==> src/rtl/mgmt_pkg.sv <==
package mgmt_pkg;

    localparam int FRAME_BITS = 64;
    localparam int PRE_BITS   = 32;
    localparam int ADDR_W     = 5;
    localparam int DATA_W     = 16;
    localparam int SLOT_W     = $clog2(FRAME_BITS);

    // first slot after the header; reads hand the line over here
    localparam int HDR_END    = PRE_BITS + 4 + 2 * ADDR_W;
    // slot whose rising edge is preceded by the turnaround sample
    localparam int ERR_SLOT   = HDR_END + 1;

    localparam logic [1:0] SOF_CODE = 2'b01;
    localparam logic [1:0] OP_READ  = 2'b10;
    localparam logic [1:0] OP_WRITE = 2'b01;
    localparam logic [1:0] WR_TURN  = 2'b10;

    typedef enum logic [2:0] {
        MS_IDLE,
        MS_LOW,
        MS_HIGH,
        MS_TURN,
        MS_TAIL,
        MS_FIN
    } ms_state_e;

    typedef struct packed {
        logic              wr;
        logic [ADDR_W-1:0] phy;
        logic [ADDR_W-1:0] regad;
        logic [DATA_W-1:0] wdata;
    } mgmt_req_t;

    function automatic logic [FRAME_BITS-1:0] frame_bits(input mgmt_req_t r);
        frame_bits = {{PRE_BITS{1'b1}}, SOF_CODE, (r.wr ? OP_WRITE : OP_READ),
                      r.phy, r.regad, WR_TURN, r.wdata};
    endfunction

endpackage

==> src/rtl/mgmt_half_timer.sv <==
module mgmt_half_timer #(
    parameter int HALF_DIV = 25
) (
    input  logic clk,
    input  logic rst,
    input  logic run,
    output logic tick
);

    generate
        if (HALF_DIV <= 1) begin : g_direct
            assign tick = run;
        end else begin : g_count
            localparam int CW = $clog2(HALF_DIV);
            localparam logic [CW-1:0] LAST = CW'(HALF_DIV - 1);
            logic [CW-1:0] cnt;

            always_ff @(posedge clk) begin
                if (rst || !run) begin
                    cnt <= '0;
                end else if (cnt == LAST) begin
                    cnt <= '0;
                end else begin
                    cnt <= cnt + 1'b1;
                end
            end

            assign tick = run && (cnt == LAST);
        end
    endgenerate

endmodule

==> src/rtl/mgmt_rx_capture.sv <==
module mgmt_rx_capture
    import mgmt_pkg::*;
(
    input  logic              clk,
    input  logic              rst,
    input  logic              clear,
    input  logic              take_err,
    input  logic              take_bit,
    input  logic              din,
    output logic              err_flag,
    output logic [DATA_W-1:0] shift_q
);

    always_ff @(posedge clk) begin
        if (rst || clear) begin
            err_flag <= 1'b0;
            shift_q  <= '0;
        end else if (take_err) begin
            err_flag <= din;
        end else if (take_bit) begin
            shift_q  <= {shift_q[DATA_W-2:0], din};
        end
    end

endmodule

==> src/rtl/mgmt_serial_master.sv <==
module mgmt_serial_master
    import mgmt_pkg::*;
#(
    parameter int HALF_DIV = 25
) (
    input  logic        clk,
    input  logic        rst,
    input  logic        req_valid,
    input  logic        req_write,
    input  logic [4:0]  req_phy,
    input  logic [4:0]  req_regad,
    input  logic [15:0] req_wdata,
    output logic        busy,
    output logic        done,
    output logic [15:0] rd_data,
    output logic        rd_err,
    output logic        mdc,
    output logic        mdio_o,
    output logic        mdio_oe,
    output logic        mdio_dir,
    input  logic        mdio_i
);

    localparam logic [SLOT_W-1:0] LAST_SLOT = SLOT_W'(FRAME_BITS - 1);
    localparam logic [SLOT_W-1:0] PRE_TURN  = SLOT_W'(HDR_END - 1);
    localparam logic [SLOT_W-1:0] REL_SLOT  = SLOT_W'(HDR_END);
    localparam logic [SLOT_W-1:0] SMP_SLOT  = SLOT_W'(ERR_SLOT);

    ms_state_e             state;
    logic [SLOT_W-1:0]     slot;
    logic [FRAME_BITS-1:0] sh;
    logic                  rd_q;
    mgmt_req_t             req_s;
    logic                  tick;
    logic                  timer_run;
    logic                  accept;
    logic                  released;
    logic                  low_end;
    logic                  rx_err;
    logic [DATA_W-1:0]     rx_bits;

    assign req_s.wr    = req_write;
    assign req_s.phy   = req_phy;
    assign req_s.regad = req_regad;
    assign req_s.wdata = req_wdata;

    assign accept    = (state == MS_IDLE) && req_valid;
    assign timer_run = (state == MS_LOW) || (state == MS_HIGH) || (state == MS_TAIL);
    assign low_end   = (state == MS_LOW) && tick;

    mgmt_half_timer #(.HALF_DIV(HALF_DIV)) u_timer (
        .clk  (clk),
        .rst  (rst),
        .run  (timer_run),
        .tick (tick)
    );

    always_ff @(posedge clk) begin
        if (rst) begin
            state <= MS_IDLE;
            slot  <= '0;
            sh    <= '1;
            rd_q  <= 1'b0;
        end else begin
            case (state)
                MS_IDLE: begin
                    if (accept) begin
                        sh    <= frame_bits(req_s);
                        rd_q  <= !req_write;
                        slot  <= '0;
                        state <= MS_LOW;
                    end
                end
                MS_LOW: begin
                    if (tick) state <= MS_HIGH;
                end
                MS_HIGH: begin
                    if (tick) begin
                        sh <= {sh[FRAME_BITS-2:0], 1'b1};
                        if (slot == LAST_SLOT) begin
                            state <= MS_TAIL;
                        end else begin
                            slot  <= slot + 1'b1;
                            state <= (slot == PRE_TURN) ? MS_TURN : MS_LOW;
                        end
                    end
                end
                MS_TURN: state <= MS_LOW;
                MS_TAIL: begin
                    if (tick) state <= MS_FIN;
                end
                MS_FIN:  state <= MS_IDLE;
                default: state <= MS_IDLE;
            endcase
        end
    end

    // the line belongs to the PHY from the low half after the header
    // until the closing low half of a read
    assign released = rd_q && (slot >= REL_SLOT) &&
                      ((state == MS_LOW) || (state == MS_HIGH) || (state == MS_TAIL));

    mgmt_rx_capture u_rx (
        .clk      (clk),
        .rst      (rst),
        .clear    (accept),
        .take_err (rd_q && low_end && (slot == SMP_SLOT)),
        .take_bit (rd_q && low_end && (slot > SMP_SLOT)),
        .din      (mdio_i),
        .err_flag (rx_err),
        .shift_q  (rx_bits)
    );

    assign busy     = (state != MS_IDLE);
    assign done     = (state == MS_FIN);
    assign mdc      = (state == MS_HIGH);
    assign mdio_oe  = !released;
    assign mdio_dir = !released;
    assign mdio_o   = sh[FRAME_BITS-1] & ~released;
    assign rd_err   = rx_err;
    assign rd_data  = rx_err ? '0 : rx_bits;

endmodule


==> config.mk <==
export PLATFORM = sky130hd
export DESIGN_NAME = mgmt_serial_master
export DESIGN_NICKNAME = d
export VERILOG_FILES = /design/src/rtl/mgmt_pkg.sv /design/src/rtl/mgmt_half_timer.sv /design/src/rtl/mgmt_rx_capture.sv /design/src/rtl/mgmt_serial_master.sv
export SDC_FILE = /design/constraint.sdc
export NUM_CORES = 1
export LEC_CHECK = 0
export BUFFER_PORTS_ARGS = -buffer_cell sky130_fd_sc_hd__buf_2
export CAP_MARGIN = 20
export CORE_AREA = 2 2 125 127
export CTS_BUF_LIST = sky130_fd_sc_hd__clkbuf_8
export DETAILED_ROUTE_END_ITERATION = 7
export DIE_AREA = 0 0 127 129
export PLACE_DENSITY = 0.43
export SYNTH_ARGS = -nofsm -noshare
export SYNTH_HDL_FRONTEND = slang
export SYNTH_SLANG_ARGS = --single-unit
==> constraint.sdc <==
create_clock -name clk -period 5 [get_ports clk]
set_input_delay 1 -clock clk [delete_from_list [all_inputs] [get_ports clk]]
set_output_delay 1 -clock clk [all_outputs]
set_load 0.05 [all_outputs]
==> run_results.csv, run 1 <==
group,metric,value,unit
die,dieArea,16400,um^2
drt,drt-total-wl,9750,um
pwr,powerDensity,336,nW/um^2
yosys,synth.most_common_cell,"dfxtp_1",
cells_and_area,ff_latch_area,1920,um^2
clocking,cts_hold_buf,0,
sta,tns,0,ps
worst_setup_path,cpPeakStageDelay,580,ps
hold_path,hold_class,"flip-flop to flip-flop",
pwr,p_leak,2.17,nW
yosys,seq_area_frac_synth,45.1,%
sta,finalSetupViolCount,0,
worst_setup_path,required,4000,ps
yosys,ys_warn_count,0,
pwr,switching_share,27.0,%
drt,avgRoutedWirePerCell,13.5,um
pwr,internal_power,1.19,mW
yosys,syn_area,4260,um^2
grt,grt-ovfl-total,0,
grt,grt_pass1_vias,3300,
drt,drtIter0Drc,246,
yosys,synth_top_cells_by_count,"dfxtp_1 (96), nor2_1 (63), nand2_1 (62)",
clocking,cts_tree,"built",
cells_and_area,nets,567,
clocking,cts-root-buf,"clkbuf_8",
cells_and_area,multi_input_area,2120,um^2
clocking,insertion_delay,370,ps
worst_setup_path,crit_path_cell_trace,"nor2b_1 > o2bb2ai_1 > o2111ai_1 > and2_1 > buf_2",
die,die_h,129,um
die,start_util,28.4,%
clocking,post_cts_resized,0,
cells_and_area,drive_above_1_share,14.6,%
pwr,pwr-share-clk,35.2,%
yosys,synth-seq-cells,96,
yosys,ys.flop_type,"dfxtp_1",
clocking,cts.reportedPaths.clkPinSlew,90,ps
sta,finalHoldViolCount,0,
yosys,synthDistinctLibCells,45,
sta,hold_ws,467,ps
place,numPortBuffers,53,
grt,grt.total_usage,12.4,%
worst_setup_path,cp.arrival,2240,ps
yosys,synth_edf_count,0,
sta,report.final.slew_viol_count,0,
worst_setup_path,slowest_stage,"dfxtp_1",
die,io_pins,54,
pwr,seqPwrFrac,51.1,%
cells_and_area,antenna_cells,0,
yosys,synth_area_per_cell,8.44,um^2
sta,layout_min_cycle_time,3240,ps
sta,slew-limit-headroom,51.6,%
sta,fmax,308,MHz
drt,antenna_left,0,
worst_setup_path,worstSetupEndpointType,"output port",
sta,fin_crit_sh,64.9,%
worst_setup_path,path_buf_inv,1,
sta,rsz0062_at_grt,"false",
place,gp_congestion,0.780,
yosys,synth_fp_nets,541,
die,fp.dieW,127,um
sta,worst_pin_slew,718,ps
pwr,ir_drop,0.000136,V
yosys,yosysTopAreaCell,"dfxtp_1",
outcome,outcome,"finished clean",
cells_and_area,fillers,1628,
clocking,cts-buffers-inserted,9,
drt,avgViaCountPerCell,4.88,
grt,grt_max_degree,74,
grt,grt_pass1_wl,16400,um
clocking,clock_path_buffers,2,
yosys,netlist_instances,505,
yosys,netlist_top_cells_area,"dfxtp_1 (45%), o21bai_1 (6.2%), a211o_1 (5.8%)",
cells_and_area,area_growth,13.5,%
drt,via_count,3525,
worst_setup_path,critPathLaunchType,"flip-flop",
worst_setup_path,crit_fanout,13,
yosys,synthArstFlopShare,0,%
drt,dr.pass1.iters,4,
die,rows,45,
sta,skew,9.36,ps
clocking,cts_num_sinks,96,
drt,drc_errors,0,
worst_setup_path,crit_family,"simple AND/OR/NAND/NOR gates",
grt,antenna_found_initial,0,
place,dp_hpwl,5890,um
worst_setup_path,path_class,"flip-flop to output port",
die,core,15000,um^2
clocking,cts_max_level,3,
pwr,power.switching,439,uW
yosys,yosysTopAreaCellShare,45.1,%
pwr,pwr-share-comb,13.7,%
run,maxCapViolCount,0,
clocking,post_cts_buffers,0,
==> flip-flops by register name, summed over array words and instances, names as in the netlist <==
register / count
sh: 64
u_rx.shift_q: 16
slot: 6
u_timer.g_count.cnt: 5
state: 3
rd_q: 1
u_rx.err_flag: 1
==> kinds of logic (layout without fill, tap and decap cells) <==
family	count (synthesis)	in the layout	synth area share, %
and+or+nand+nor	212	212	23.1
adders and majority gates	5	5	1.47
AOI/OAI and AO/OA	120	120	20.2
muxes	16	16	3.76
xor gates and xnor gates	4	4	0.822
buffers and inverters	52	82	5.46
DFF	96	96	45.1
==> power by group through the flow <==
stage / Combinational, mW / Clock [mW] / Sequential (mW)
2_1_floorplan: 0.182 / 0 / 0.838
3_3_place_gp: 0.224 / 0 / 0.848
3_5_place_dp: 0.227 / 0 / 0.848
4_1_cts: 0.227 / 0.600 / 0.831
5_1_grt: 0.250 / 0.632 / 0.837
6_report: 0.223 / 0.572 / 0.831
==> worst reg2reg max path, delay by kind of cell (launching register included) <==
family          cells  cell delay, ps
buf+inv             2             740
simple gates        1             340
fa+ha+maj           1             200
compound gates      3            1020
flops               1             380
==> worst paths after layout <==
path,to,slack (ps),from,depth (start not counted)
max reg2reg,sh[5],2220,u_timer.g_count.cnt[0],7
min,sh[15],470,sh[15],1
min reg2reg,sh[15],470,sh[15],1
max,mdio_o,1760,state[0],5
==> per-stage QoR <==
| stage | cell area, um^2 | cells | util (%) | power (mW) | setup WS (ps) |
|---|---|---|---|---|---|
| 2_1_floorplan | 4260 | 505 | - | 1.02 | 1820 |
| 3_3_place_gp | 4610 | 708 | 30.8 | 1.07 | 2110 |
| 3_5_place_dp | 4610 | 708 | 30.8 | 1.08 | 2060 |
| 4_1_cts | 4830 | 723 | 32.3 | 1.66 | 1680 |
| 5_1_grt | 4830 | 723 | 32.3 | 1.72 | 1590 |
| 6_report | 4830 | 723 | 32.3 | 1.63 | 1760 |
==> cell usage in the layout (no fill, tap or decap), types with 2 or more instances in the layout <==
cell and n:
o31ai_1 3, clkbuf_8 11, buf_4 5, and2_1 5, nor4_1 2, xnor2_1 2, nor3_1 38, a21oi_1 35
buf_2 53, nand4_1 4, ha_1 5, nor2_1 63, a211o_1 28, mux2i_1 16, or4_1 4, nand2_1 62
nor2b_1 18, xor2_1 2, nand3_1 4, a311oi_1 3, dfxtp_1 96, and3_1 4, a31oi_1 2, inv_1 10
o211ai_1 3, and4b_1 2, bufinv_16 2, o21bai_1 35
==> area by class of cell <==
class                   count  area share [%]
multi-input cells         357            43.9
flip-flops and latches     96            39.8
repair buffers             58            6.26
well taps                 188            4.87
clock buffers              11            3.13
clock inverters             4            1.42
inverters                   9           0.699
==> layer usage <==
layer / routed length (um) / GRT usage, % / part of all wire [%]
met3: 335 / 3.37 / 3.4
met5: 0 / 0 / 0
met4: 137 / 4.27 / 1.4
met1: 4690 / 15.3 / 48
met2: 4590 / 20.9 / 47
Note: power is estimated with default switching activity, not from simulation.
==> run 2: changes to the inputs <==
--- a/config.mk
+++ b/config.mk
@@ -11,7 +11,7 @@
 export CTS_BUF_LIST = sky130_fd_sc_hd__clkbuf_8
 export DETAILED_ROUTE_END_ITERATION = 7
 export DIE_AREA = 0 0 127 129
-export PLACE_DENSITY = 0.43
+export PLACE_DENSITY = 0.45
 export SYNTH_ARGS = -nofsm -noshare
 export SYNTH_HDL_FRONTEND = slang
 export SYNTH_SLANG_ARGS = --single-unit
==> constraint.sdc (replaced) <==
create_clock -name clk -period 2.6 [get_ports clk]
set_input_delay 0.52 -clock clk [delete_from_list [all_inputs] [get_ports clk]]
set_output_delay 0.52 -clock clk [all_outputs]
set_load 0.05 [all_outputs]
==> run 2 against run 1 <==
  * First-iteration DRC count decreased by 4.9%
  * Routed wire length down 3.5%
  * Clock skew is 5.6 ps higher
  * Setup slack lost 1600 ps
  * Core utilization is essentially flat
  * Cell count grew 0.55%
  * Critical endpoint unchanged
  * Highest routed layer unchanged
==> run_results.csv, run 2 (synthesized netlist as in run 1, its figures left out) <==
group,metric,value,unit
outcome,outcome,"finished clean",
die,io_pins,54,
clocking,cts_num_sinks,96,
drt,drc_errors,0,
drt,avgRoutedWirePerCell,12.9,um
pwr,pwr-share-comb,15.6,%
grt,grt.total_usage,11.9,%
die,core,15000,um^2
run,maxCapViolCount,0,
pwr,ir_drop,0.000266,V
grt,grt_max_degree,63,
cells_and_area,layout_common_cells,"dfxtp_1 (93), nor2_1 (63), nand2_1 (62)",
sta,fin_crit_sh,94.7,%
pwr,pwr-share-clk,29.5,%
worst_setup_path,path_class,"flip-flop to output port",
cells_and_area,multi_input_area,2130,um^2
place,placed_cell_area,4670,um^2
hold_path,hold_class,"input port to flip-flop",
cells_and_area,largest_reg_flops,64,
drt,drtIter0Drc,234,
place,numPortBuffers,53,
sta,tns,0,ps
sta,slew-limit-headroom,54.5,%
worst_setup_path,required,2080,ps
worst_setup_path,critPathLaunchType,"flip-flop",
sta,hold_ws,391,ps
pwr,powerDensity,601,nW/um^2
die,rows,45,
sta,skew,15.0,ps
worst_setup_path,rr_startpoint,"u_timer.g_count.cnt[0]",
die,dieArea,16400,um^2
pwr,internal_power,2.08,mW
drt,antenna_left,0,
clocking,cts.reportedPaths.clkPinSlew,80,ps
cells_and_area,nets,570,
clocking,cts_hold_buf,0,
cells_and_area,drive_above_1_share,15.4,%
sta,layout_min_cycle_time,2460,ps
cells_and_area,final_common_cell,"dfxtp_1",
grt,grt-ovfl-total,0,
hold_path,hold_start,"req_write",
place,gp_congestion,0.821,
pwr,switching_share,28.6,%
pwr,power.switching,832,uW
worst_setup_path,crit_start,"state[0]",
clocking,post_cts_resized,1,
cells_and_area,ff_latch_area,1930,um^2
sta,worst_pin_slew,681,ps
drt,dr.pass1.iters,4,
sta,fmax,406,MHz
grt,grt_pass1_wl,15900,um
drt,drt-total-wl,9410,um
clocking,insertion_delay,360,ps
sta,finalSetupViolCount,0,
cells_and_area,largest-register,"sh",
worst_setup_path,cp.arrival,1940,ps
pwr,seqPwrFrac,54.9,%
cells_and_area,fillers,1602,
die,start_util,28.4,%
clocking,cts-root-buf,"clkbuf_8",
sta,finalHoldViolCount,0,
drt,via_count,3554,
die,fp.dieW,127,um
drt,avgViaCountPerCell,4.89,
clocking,cts_max_level,3,
clocking,clock_path_buffers,2,
die,die_h,129,um
clocking,cts_tree,"built",
pwr,p_leak,2.17,nW
cells_and_area,antenna_cells,0,
cells_and_area,reg_top3,"sh x64, u_rx.shift_q x16, slot x6",
place,dp_hpwl,5900,um
cells_and_area,area_growth,13.6,%
grt,grt_pass1_vias,3204,
clocking,cts-buffers-inserted,9,
worst_setup_path,crit_fanout,13,
worst_setup_path,worstSetupEndpointType,"output port",
cells_and_area,fin_area,4840,um^2
sta,report.final.slew_viol_count,0,
sta,rsz0062_at_grt,"false",
grt,antenna_found_initial,0,
clocking,post_cts_buffers,0,
## run 2: final cells by class
cell class | instances | area share (%)
multi-input cells | 357 | 43.9
flip-flops and latches | 96 | 39.8
repair buffers | 61 | 7.24
well taps | 188 | 4.86
clock buffers | 10 | 2.84
inverters | 9 | 0.698
clock inverters | 6 | 0.621
## run 2: stage by stage
| step | setup WS, ps | cells | utilization [%] | total power [mW] |
|---|---|---|---|---|
| 3_3_place_gp | 454 | 711 | 31.2 | 2.08 |
| 6_report | 139 | 727 | 32.3 | 2.91 |
| 3_5_place_dp | 402 | 711 | 31.2 | 2.09 |
| 5_1_grt | 15.4 | 727 | 32.3 | 3.09 |
| 2_1_floorplan | 144 | 505 | - | 1.96 |
| 4_1_cts | 49.6 | 727 | 32.3 | 2.96 |
## run 2: per-layer routing
metal	wire length [um]	global-route usage [%]	vias to the layer above
met4	131	3.75	0
met1	4700	16.4	1662
met5	0	0	-
li1	-	-	1813
met3	404	3.04	11
met2	4170	18.3	68
## run 2: power groups by stage
stage | combinational [mW] | sequential [mW] | clock [mW]
3_5_place_dp | 0.459 | 1.63 | 0
2_1_floorplan | 0.350 | 1.61 | 0
3_3_place_gp | 0.454 | 1.63 | 0
5_1_grt | 0.510 | 1.61 | 0.972
4_1_cts | 0.461 | 1.60 | 0.906
6_report | 0.454 | 1.60 | 0.859
## run 2: worst paths after layout
| path | cells after the start | slack [ps] | end |
|---|---|---|---|
| worst max-delay path | 5 | 140 | mdio_o |
| worst min-delay path | 2 | 390 | rd_q |
| worst max register to register | 6 | 430 | u_rx.shift_q[5] |
| worst min register to register | 1 | 470 | sh[24] |
## run 2: worst max-delay path: stages (launching register included)
cell       delay [ps]
dfxtp_2           450
nor2b_1           280
o2bb2ai_1         230
o2111ai_2         200
and2_1            210
buf_2             210
